**config.mk**
```make
export PLATFORM = sky130hd
export DESIGN_NAME = match_timer
export DESIGN_NICKNAME = d
export VERILOG_FILES = /design/src/rtl/tmr_pkg.sv /design/src/rtl/tmr_prescaler.sv /design/src/rtl/tmr_match_chan.sv /design/src/rtl/match_timer.sv
export SDC_FILE = /design/constraint.sdc
export NUM_CORES = 1
export LEC_CHECK = 0
export ABC_AREA = 1
export BUFFER_PORTS_ARGS = -buffer_cell sky130_fd_sc_hd__buf_4
export CELL_PAD_IN_SITES_DETAIL_PLACEMENT = 0
export CELL_PAD_IN_SITES_GLOBAL_PLACEMENT = 1
export CORE_UTILIZATION = 48
export DETAILED_ROUTE_END_ITERATION = 6
export HOLD_SLACK_MARGIN = 0.06
export PLACE_DENSITY = 0.95
export SETUP_SLACK_MARGIN = 0.5
export SYNTH_ARGS = -nofsm -noshare
export SYNTH_HDL_FRONTEND = slang
export SYNTH_HIERARCHICAL = 1
export SYNTH_SLANG_ARGS = --single-unit
```
**constraint.sdc**
```tcl
create_clock -name clk -period 5.5 [get_ports clk]
set_clock_uncertainty 0.05 [all_clocks]
set_input_delay 1.1 -clock clk [delete_from_list [all_inputs] [get_ports clk]]
set_output_delay 1.1 -clock clk [all_outputs]
set_load 0.03 [all_outputs]
```
**src/rtl/tmr_pkg.sv**
```systemverilog
package tmr_pkg;
  // Byte offsets on the register bus
  localparam int OFS_FLAG  = 'h00;
  localparam int OFS_CTRL  = 'h04;
  localparam int OFS_TC    = 'h08;
  localparam int OFS_PR    = 'h0C;
  localparam int OFS_PC    = 'h10;
  localparam int OFS_MCR   = 'h14;
  localparam int OFS_MR0   = 'h18;
  localparam int OFS_MODE  = 'h70;

  // Control register bits
  localparam int CTRL_RUN  = 0;
  localparam int CTRL_HOLD = 1;

  // Per-channel action field
  localparam int ACT_W     = 3;
  localparam int ACT_IRQ   = 0;
  localparam int ACT_RST   = 1;
  localparam int ACT_STOP  = 2;

  localparam int MODE_W    = 2;
endpackage

```
**src/rtl/tmr_prescaler.sv**
```systemverilog
module tmr_prescaler #(
  parameter int PRE_W = 32
) (
  input  logic             clk,
  input  logic             rst,
  input  logic             run_i,
  input  logic             hold_i,
  input  logic [PRE_W-1:0] limit_i,
  input  logic             wr_i,
  input  logic [PRE_W-1:0] wdata_i,
  output logic [PRE_W-1:0] pc_o,
  output logic             tick_o
);
  logic [PRE_W-1:0] pc_q;

  assign tick_o = run_i && (pc_q == limit_i);
  assign pc_o   = pc_q;

  always_ff @(posedge clk) begin
    if (rst || hold_i)  pc_q <= '0;
    else if (wr_i)      pc_q <= wdata_i;
    else if (tick_o)    pc_q <= '0;
    else if (run_i)     pc_q <= pc_q + 1'b1;
  end


  pc_wrap_chk: assert property (@(posedge clk) disable iff (rst)
    (tick_o && !wr_i) |=> (pc_q == '0));


  pc_hold_chk: assert property (@(posedge clk) disable iff (rst)
    hold_i |=> (pc_q == '0));
endmodule

```
**src/rtl/tmr_match_chan.sv**
```systemverilog
module tmr_match_chan #(
  parameter int CNT_W = 32
) (
  input  logic             clk,
  input  logic             rst,
  input  logic             hold_i,
  input  logic             wr_i,
  input  logic [CNT_W-1:0] wdata_i,
  input  logic             rst_en_i,
  input  logic [CNT_W-1:0] tc_i,
  input  logic             step_i,
  input  logic             block_i,
  output logic [CNT_W-1:0] mr_o,
  output logic             hit_o,
  output logic             pend_o
);
  logic [CNT_W-1:0] mr_q;
  logic             pend_q;

  // Event only when the step lands on the compare value
  assign hit_o  = step_i && !block_i && ((tc_i + 1'b1) == mr_q);
  assign mr_o   = mr_q;
  assign pend_o = pend_q;

  always_ff @(posedge clk) begin
    if (rst)       mr_q <= '0;
    else if (wr_i) mr_q <= wdata_i;
  end

  // A restart request is consumed by the next counter step
  always_ff @(posedge clk) begin
    if (rst || hold_i) pend_q <= 1'b0;
    else if (step_i)   pend_q <= hit_o && rst_en_i;
  end


  pend_from_hit_chk: assert property (@(posedge clk) disable iff (rst)
    (!hold_i && $rose(pend_q)) |-> $past(step_i && rst_en_i));
endmodule

```
**src/rtl/match_timer.sv**
```systemverilog
module match_timer
  import tmr_pkg::*;
#(
  parameter int CNT_W  = 32,
  parameter int PRE_W  = 32,
  parameter int NUM_CH = 4,
  parameter int AW     = 8,
  parameter int DW     = 32
) (
  input  logic          clk,
  input  logic          rst,
  input  logic          bus_sel,
  input  logic          bus_wr,
  input  logic [AW-1:0] bus_addr,
  input  logic [DW-1:0] bus_wdata,
  output logic [DW-1:0] bus_rdata,
  output logic          irq_o
);
  localparam int MCR_W = NUM_CH * ACT_W;

  logic               run_q, hold_q;
  logic [MODE_W-1:0]  mode_q;
  logic [PRE_W-1:0]   pr_q, pc_q;
  logic [CNT_W-1:0]   tc_q;
  logic [MCR_W-1:0]   mcr_q;
  logic [NUM_CH-1:0]  flag_q, flag_d;
  logic               irq_q;
  logic [DW-1:0]      rdata_q, rd_mux;

  logic [CNT_W-1:0]   mr_q [NUM_CH];
  logic [NUM_CH-1:0]  hit, pend, set_vec, stop_vec, wr_mr;
  logic               tick, step, cnt_run, pend_any, stop_any;

  logic wr_any, wr_flag, wr_ctrl, wr_tc, wr_pr, wr_pc, wr_mcr, wr_mode, rd_req;

  assign wr_any  = bus_sel && bus_wr;
  assign rd_req  = bus_sel && !bus_wr;
  assign wr_flag = wr_any && (bus_addr == AW'(OFS_FLAG));
  assign wr_ctrl = wr_any && (bus_addr == AW'(OFS_CTRL));
  assign wr_tc   = wr_any && (bus_addr == AW'(OFS_TC));
  assign wr_pr   = wr_any && (bus_addr == AW'(OFS_PR));
  assign wr_pc   = wr_any && (bus_addr == AW'(OFS_PC));
  assign wr_mcr  = wr_any && (bus_addr == AW'(OFS_MCR));
  assign wr_mode = wr_any && (bus_addr == AW'(OFS_MODE));

  assign cnt_run  = run_q && !hold_q && (mode_q == '0);
  assign step     = tick && !wr_tc;
  assign pend_any = |pend;

  tmr_prescaler #(.PRE_W(PRE_W)) u_pre (
    .clk     (clk),
    .rst     (rst),
    .run_i   (cnt_run),
    .hold_i  (hold_q),
    .limit_i (pr_q),
    .wr_i    (wr_pc),
    .wdata_i (bus_wdata[PRE_W-1:0]),
    .pc_o    (pc_q),
    .tick_o  (tick)
  );

  for (genvar g = 0; g < NUM_CH; g++) begin : g_ch
    assign wr_mr[g] = wr_any && (bus_addr == AW'(OFS_MR0 + 4 * g));

    tmr_match_chan #(.CNT_W(CNT_W)) u_ch (
      .clk      (clk),
      .rst      (rst),
      .hold_i   (hold_q),
      .wr_i     (wr_mr[g]),
      .wdata_i  (bus_wdata[CNT_W-1:0]),
      .rst_en_i (mcr_q[g*ACT_W + ACT_RST]),
      .tc_i     (tc_q),
      .step_i   (step),
      .block_i  (pend_any),
      .mr_o     (mr_q[g]),
      .hit_o    (hit[g]),
      .pend_o   (pend[g])
    );

    assign set_vec[g]  = hit[g] && mcr_q[g*ACT_W + ACT_IRQ];
    assign stop_vec[g] = hit[g] && mcr_q[g*ACT_W + ACT_STOP];
  end

  assign stop_any = |stop_vec;

  // Counter
  always_ff @(posedge clk) begin
    if (rst || hold_q) tc_q <= '0;
    else if (wr_tc)    tc_q <= bus_wdata[CNT_W-1:0];
    else if (step)     tc_q <= pend_any ? '0 : tc_q + 1'b1;
  end

  // Control and configuration registers; a halt event wins over a write
  always_ff @(posedge clk) begin
    if (rst) begin
      run_q  <= 1'b0;
      hold_q <= 1'b0;
      mode_q <= '0;
      pr_q   <= '0;
      mcr_q  <= '0;
    end else begin
      if (wr_ctrl) begin
        run_q  <= bus_wdata[CTRL_RUN];
        hold_q <= bus_wdata[CTRL_HOLD];
      end
      if (stop_any) run_q <= 1'b0;
      if (wr_mode)  mode_q <= bus_wdata[MODE_W-1:0];
      if (wr_pr)    pr_q   <= bus_wdata[PRE_W-1:0];
      if (wr_mcr)   mcr_q  <= bus_wdata[MCR_W-1:0];
    end
  end

  // Flags: write-one-to-clear, a new event wins
  assign flag_d = (flag_q & ~(wr_flag ? bus_wdata[NUM_CH-1:0] : '0)) | set_vec;

  always_ff @(posedge clk) begin
    if (rst) begin
      flag_q <= '0;
      irq_q  <= 1'b0;
    end else begin
      flag_q <= flag_d;
      irq_q  <= |flag_d;
    end
  end

  // Read path
  always_comb begin
    rd_mux = '0;
    case (bus_addr)
      AW'(OFS_FLAG): rd_mux = DW'(flag_q);
      AW'(OFS_CTRL): rd_mux = DW'({hold_q, run_q});
      AW'(OFS_TC):   rd_mux = DW'(tc_q);
      AW'(OFS_PR):   rd_mux = DW'(pr_q);
      AW'(OFS_PC):   rd_mux = DW'(pc_q);
      AW'(OFS_MCR):  rd_mux = DW'(mcr_q);
      AW'(OFS_MODE): rd_mux = DW'(mode_q);
      default:       rd_mux = '0;
    endcase
    for (int i = 0; i < NUM_CH; i++) begin
      if (bus_addr == AW'(OFS_MR0 + 4 * i)) rd_mux = DW'(mr_q[i]);
    end
  end

  always_ff @(posedge clk) begin
    if (rst)         rdata_q <= '0;
    else if (rd_req) rdata_q <= rd_mux;
  end

  assign bus_rdata = rdata_q;
  assign irq_o     = irq_q;


  tc_hold_chk: assert property (@(posedge clk) disable iff (rst)
    (!cnt_run && !wr_tc && !hold_q) |=> (tc_q == $past(tc_q)));


  tc_clear_chk: assert property (@(posedge clk) disable iff (rst)
    hold_q |=> (tc_q == '0));


  match_land_chk: assert property (@(posedge clk) disable iff (rst)
    (|hit) |=> (tc_q == $past(tc_q) + 1'b1));


  flag_clear_chk: assert property (@(posedge clk) disable iff (rst)
    wr_flag |=> ((flag_q & $past(bus_wdata[NUM_CH-1:0] & ~set_vec)) == '0));


  restart_chk: assert property (@(posedge clk) disable iff (rst)
    (step && pend_any) |=> (tc_q == '0));


  halt_chk: assert property (@(posedge clk) disable iff (rst)
    stop_any |=> !run_q);


  irq_or_chk: assert property (@(posedge clk) disable iff (rst)
    irq_o == (|flag_q));
endmodule

```
* Yosys cells after proc, flatten, opt, wreduce, memory -nomap -nowiden *
Index checks and enable logic that the tools add are counted.

word-level totals
  output and inout bits = 33
  memories kept = 0
  bits in latches = 0
  input bits = 44
  logic and storage cells = 96
  RAM bits = 0
  bits in read-only memories = 0
  bits in registers = 281

cells by class
  mux-type cells = 12
  shifts and indexed selects = 0
  divide/modulo/power cells = 0
  reductions and logical operators = 46
  bitwise gates (word level) = 3
  multiply operators = 0
  $lt $le $gt $ge = 0
  equality and inequality tests = 15
  add/sub/neg operators = 2

operators by type and width
  operator                                             count
  two-way mux 32 bit                                   10
  case mux 32 bit (7 select lines)                     1
  equality test 32 bit                                 5
  adder 32 x 1 -> 32 bit, second input constant        2
  logical AND 1 bit                                    34
  equality test 8 x 5 -> 1 bit, second input constant  4
  equality test 8 x 4 -> 1 bit, second input constant  2
  equality test 8 x 6 -> 1 bit, second input constant  2
  equality test 8 x 3 -> 1 bit, second input constant  1
  equality test 8 x 7 -> 1 bit, second input constant  1
  logical NOT 8 bit                                    1
  OR reduction 4 bit                                   2
  OR reduction 5 bit                                   1
  AND 4 bit                                            1
  logical NOT 1 bit                                    4
  two-way mux 4 bit                                    1
  inverter 4 bit                                       1
  OR 4 bit                                             1
  nonzero test 3 bit                                   1
  logical NOT 2 bit                                    1
  nonzero test 2 bit                                   1
  logical OR 1 bit                                     1

* Longest topological paths before layout *
  word-level depth = 10
  gate-level depth with buffers = 26
  depth with buffers taken out = 26

* Modules after synthesis *
Netlist, hierarchy kept.

modules (own cells, without submodules)
  module          cells an instance  area each (um^2)  sequential area each (um^2)  times used
  tmr_match_chan  475                2,657.5           660.6                        4
  match_timer     1,215              7,355.8           2,342.2                      1
  tmr_prescaler   591                3,404.5           640.6                        1

* Worst setup path after synthesis *
Ideal clock, no wire load.

  path kind = input port to flip-flop
  start point = input port bus_addr[0]
  end point = register irq_q, in the netlist irq_o
  cell stages on the path = 22
  path buffers = 0
  slack = 2.389 ns
  arrival time = 2.990 ns
  cells stage by stage = inv_1 nand2_2 nor2_4 nand2_4 nor2_8 nor2_8 inv_1 nor2_1 nand2_1 nor2_1 nand2_1 nor2_1 nand2_1 inv_1 nand2_1 nor2_1 nand3_1 nor4_1 inv_1 o21ai_0 nor2_1 a21oi_1

between the ends
  longest elaborated chain between the ends = 9
  elaborated cells between the ends (all ways) = 20

RTL lines
  item                             line                  RTL
  start, declared                  match_timer.sv:14     input logic [AW-1:0] bus_addr,
  equality test 8 x 4 -> 1 bit     match_timer.sv:40     assign wr_tc = wr_any && (bus_addr == AW'(OFS_TC));
  logical AND 1 bit                match_timer.sv:40
  logical NOT 1 bit                match_timer.sv:47     assign step = tick && !wr_tc;
  logical AND 1 bit                match_timer.sv:47
  net step                         match_timer.sv:32     logic tick, step, cnt_run, pend_any, stop_any;
  logical AND 1 bit (2 in series)  tmr_match_chan.sv:21  assign hit_o = step_i && !block_i && ((tc_i + 1'b1) == mr_q);
  net hit[0]                       match_timer.sv:31     logic [NUM_CH-1:0] hit, pend, set_vec, stop_vec, wr_mr;
  logical AND 1 bit                match_timer.sv:80     assign set_vec[g] = hit[g] && mcr_q[g*ACT_W + ACT_IRQ];
  OR 4 bit                         match_timer.sv:114    assign flag_d = (flag_q & ~(wr_flag ? bus_wdata[NUM_CH-1:0] : '0)) | set_vec;
  OR reduction 4 bit               match_timer.sv:122    irq_q <= |flag_d;
  end signal, assigned             match_timer.sv:122
  end, declared                    match_timer.sv:27     logic irq_q;

The timed path passes the listed nets, and every way through them passes these cells.
A chain may end at the register's enable or synchronous reset.

* Worst setup path in the final report *
  start point = register u_pre.pc_q[23], in the netlist u_pre/pc_o[23]
  end point = register irq_q, in the netlist irq_o

between the ends
  longest elaborated chain between the ends = 8
  elaborated cells between the ends (all ways) = 14

RTL lines
  item                             line                  RTL
  start, declared                  tmr_prescaler.sv:14   logic [PRE_W-1:0] pc_q;
  start signal, assigned           tmr_prescaler.sv:21   else if (wr_i) pc_q <= wdata_i;
  start signal, assigned           tmr_prescaler.sv:23   else if (run_i) pc_q <= pc_q + 1'b1;
  equality test 32 bit             tmr_prescaler.sv:16   assign tick_o = run_i && (pc_q == limit_i);
  logical AND 1 bit                tmr_prescaler.sv:16
  net tick                         match_timer.sv:32
  logical AND 1 bit                match_timer.sv:47
  net step                         match_timer.sv:32
  logical AND 1 bit (2 in series)  tmr_match_chan.sv:21
  net hit[2]                       match_timer.sv:31
  logical AND 1 bit                match_timer.sv:80
  OR 4 bit                         match_timer.sv:114
  OR reduction 4 bit               match_timer.sv:122

The timed path passes the listed nets, and every way through them passes these cells.

==> flow_metrics.env <==
export IMPL_syn_to_final_growth_pct=10.9
export IMPL_yosys_top_cells_area="dfxtp_1 26%, nand2_1 20%, nor2_1 9.8%"
export IMPL_grt_first_pass_wirelength_mm=133
export IMPL_hp_start="bus_rdata[17]$_SDFFE_PP0P_"
export IMPL_syn_avg_cell_area_um2=5.77
export IMPL_final_hold_viol_count=0
export IMPL_drt_pass1_iterations=6
export IMPL_slew_viol_final=0
export IMPL_grt_usage_pct=39.4
export IMPL_wl_per_cell_um=20.5
export IMPL_synth_nets=3756
export IMPL_period_needed_ns=4.43
export IMPL_worst_path_max_delay_cell="nor4_1"
export IMPL_rsz0062_at_grt="false"
export IMPL_die_x_um=213
export IMPL_cts_hold_buf=0
export IMPL_grt_overflow=0
export IMPL_setup_violations_final=0
export IMPL_cp_top_family="simple AND/OR/NAND/NOR gates"
export IMPL_worst_path_buf_inv=5
export IMPL_crit_top_cell="nor2_1"
export IMPL_core_area_um2=43600
export IMPL_max_freq_mhz=226
export IMPL_ys_seq_area_share_pct=26.3
export IMPL_vias_per_cell=5.61
export IMPL_start_util_pct=49.1
export IMPL_fin_crit_sh_pct=80.6
export IMPL_htreeDepth=2
export IMPL_synth_cell_type_count=45
export IMPL_final_util_pct=54.5
export IMPL_grt_pass1_vias=22600
export IMPL_ys_flop_type="dfxtp_1"
export IMPL_p_leak_nw=9.91
export IMPL_final_setup_tns_ns=0
export IMPL_cts_tree="done"
export IMPL_timing_rr_start="u_pre/pc_o[23]$_SDFFE_PP0P_"
export IMPL_clk_pin_slew_ns=0.06
export IMPL_final_antenna_net_count=0
export IMPL_path_cells="inv_1 > nand2_1 > o21ai_0 > nor4_1 > nand4_1 > nor2_1 > inv_1 > nor2_8 > inv_1 > nor2_1 > nand2_1 > nor2_1 > nand2_1 > nor2_1 > nand2_1 > inv_1 > nand2_1 > nor2_1 > nand3_1 > nor4_1 > inv_1 > o21ai_0 > nor2_1 > a21oi_1"
export IMPL_ys_ff_latch=281
export IMPL_min_to="bus_rdata[17]$_SDFFE_PP0P_"
export IMPL_path_class="register to register"
export IMPL_cts_resized=0
export IMPL_die_area_um2=45400
export IMPL_worst_ep_required_time_ns=5.94
export IMPL_rows=76
export IMPL_start_kind="register"
export IMPL_yosysWarningCount=6
export IMPL_dr_first_iter_drc_count=2565
export IMPL_die_h_um=213
export IMPL_rr_worst_depth=24
export IMPL_hpwlAfterDp_mm=67.2
export IMPL_insertion_delay_ns=0.57
export IMPL_place_gp_congestion=1.03
export IMPL_nets=3789
export IMPL_arrival_ns=4.87
export IMPL_numPortBuffers=76
export IMPL_routed_wl_mm=89.5
export IMPL_synth_top_area_share_pct=26.3
export IMPL_outcome="completed"
export IMPL_r2r_end="irq_o$_SDFF_PP0_"
export IMPL_io_pins=77
export IMPL_hold_depth=2
export IMPL_netlist_instances=3706
export IMPL_peakVddDrop_mv=0.234
export IMPL_reg2reg_slack_ns=1.07
export IMPL_netlist_area_um2=21400
export IMPL_critPathMaxStageDelay_ns=0.73
export IMPL_cp_depth=24
export IMPL_critPathMaxFanout=8
export IMPL_post_cts_buffers=0
export IMPL_root_buffer="clkbuf_16"
export IMPL_ys_async_sr_fraction_pct=0
export IMPL_crit_path_end_kind="register"
export IMPL_clkSinkCount=281
export IMPL_drive_gt1_share_pct=8.31
export IMPL_min_path_type="register to register"
export IMPL_synth_edf_count=0
export IMPL_antenna_found_initial=7
export IMPL_vias=24400
export IMPL_drv_cap=0
export IMPL_cts_buffers=37
export IMPL_relSlewSlack_pct=22.2
export IMPL_yosysTopAreaCell="dfxtp_1"
export IMPL_grt_max_degree=50
export IMPL_worstMarginPinSlew_ns=1.17
export IMPL_drc=0
export IMPL_p_per_area_nw_per_um2=200
export IMPL_clockBufferDepth=3
worst max-delay path by stage:
stage                                      startpoint               end  slack, ns
after floorplan                           bus_addr[0]  irq_o$_SDFF_PP0_       2.39
after global placement    u_pre/pc_o[23]$_SDFFE_PP0P_  irq_o$_SDFF_PP0_       1.38
after detailed placement  u_pre/pc_o[23]$_SDFFE_PP0P_  irq_o$_SDFF_PP0_       1.27
after CTS                 u_pre/pc_o[23]$_SDFFE_PP0P_  irq_o$_SDFF_PP0_       1.27
after global routing      u_pre/pc_o[23]$_SDFFE_PP0P_  irq_o$_SDFF_PP0_       0.92
final                     u_pre/pc_o[23]$_SDFFE_PP0P_  irq_o$_SDFF_PP0_       1.07
power breakdown:
group          internal (W)  leakage [nW]  switching [W]
sequential          0.00204          2.26     0.00000324
clock               0.00147         0.596        0.00102
combinational     0.0000474          7.06       0.000171
synthesized netlist by cell type, types with 34 or more instances:
cell,instances
nand2_1,1125
nor2_1,560
inv_1,397
dfxtp_1,281
o21ai_0,268
nand3_1,226
a21oi_1,215
nand4_1,102
clkbuf_1,73
xor2_1,55
nand3b_1,42
xnor2_1,41
buf_2,38
nor2_4,36
nand2_2,34
worst register-to-register path, stage by stage, from the launching register on:
cell and delay, ns:
dfxtp_1 0.46, inv_1 0.09, nand2_1 0.10, o21ai_0 0.11
nor4_1 0.73, nand4_1 0.17, nor2_1 0.14, inv_1 0.13
nor2_8 0.24, inv_1 0.10, nor2_1 0.09, nand2_1 0.06
nor2_1 0.11, nand2_1 0.06, nor2_1 0.09, nand2_1 0.06
inv_1 0.05, nand2_1 0.04, nor2_1 0.08, nand3_1 0.10
nor4_1 0.72, inv_1 0.18, o21ai_0 0.25, nor2_1 0.06
a21oi_1 0.11
cell type report:
class / count / area [um^2]
inverter: 417 / 1570
tap: 585 / 732
clock buffer: 58 / 1140
antenna: 5 / 12.5
timing repair buffer: 122 / 916
multi-input combinational: 2880 / 13600
fill: 4699 / 19800
sequential: 281 / 5630
clock inverter: 9 / 86.3
metal layers:
layer  global-route usage, %  vias up  share of wire, %
met4                    26.8        2               7.3
met2                    61.9     1217                44
li1                        -    11900                 -
met5                       0        -             0.017
met3                    8.00      296                10
met1                    48.5    11000                39
kinds of logic (layout without fill, tap and decap cells):
kind of cell	count (synthesis)	in the layout	synth area share [%]
buffers and inverters	545	606	10.1
adders and majority gates	6	6	0.351
xor gates and xnor gates	96	96	3.93
other	0	5	0
DFF	281	281	26.3
AOI/OAI and AO/OA	575	575	14.4
and+or+nand+nor	2203	2203	44.9
state kept, by name, indices dropped and copies added, names as in the netlist:
register          cells
mcr_q                12
mode_q                2
bus_rdata            32
run_q                 1
u_pre/pc_o           32
g_ch.u_ch/pend_o      4
pr_q                 32
hold_q                1
tc_q                 32
flag_q                4
irq_o                 1
g_ch.u_ch/mr_o      128
per-stage QoR:
step | instance area [um^2] | instances | hold WS (ns) | total power, W | setup WS (ns)
6_report | 23700 | 4357 | 0.414 | 0.00475 | 1.07
4_1_cts | 23700 | 4352 | 0.412 | 0.00475 | 1.27
3_5_place_dp | 22500 | 4285 | 0.404 | 0.00229 | 1.27
2_1_floorplan | 21400 | 3706 | 0.387 | 0.00217 | 2.39
3_3_place_gp | 22500 | 4285 | 0.401 | 0.00230 | 1.38
5_1_grt | 23700 | 4356 | 0.432 | 0.00485 | 0.923
layout by cell type (no fill, tap or decap), types with 10 or more instances in the layout:
cell type,netlist,layout
nor2_1,560,557
clkbuf_16,0,39
nand3b_1,42,42
nor2_4,36,37
a22oi_1,32,32
nand2_1,1125,1125
nor3_1,13,10
xor2_1,55,55
a21oi_1,215,215
or2_2,14,14
clkbuf_1,73,10
o21ai_0,268,268
o21bai_1,24,24
nand4_1,102,102
a31oi_1,14,14
dfxtp_1,281,281
buf_4,9,122
nand2_2,34,34
clkinv_1,11,11
inv_1,397,397
nand3_1,226,226
nor2_2,18,20
xnor2_1,41,41
No activity file was read; power rests on OpenSTA's default activity.
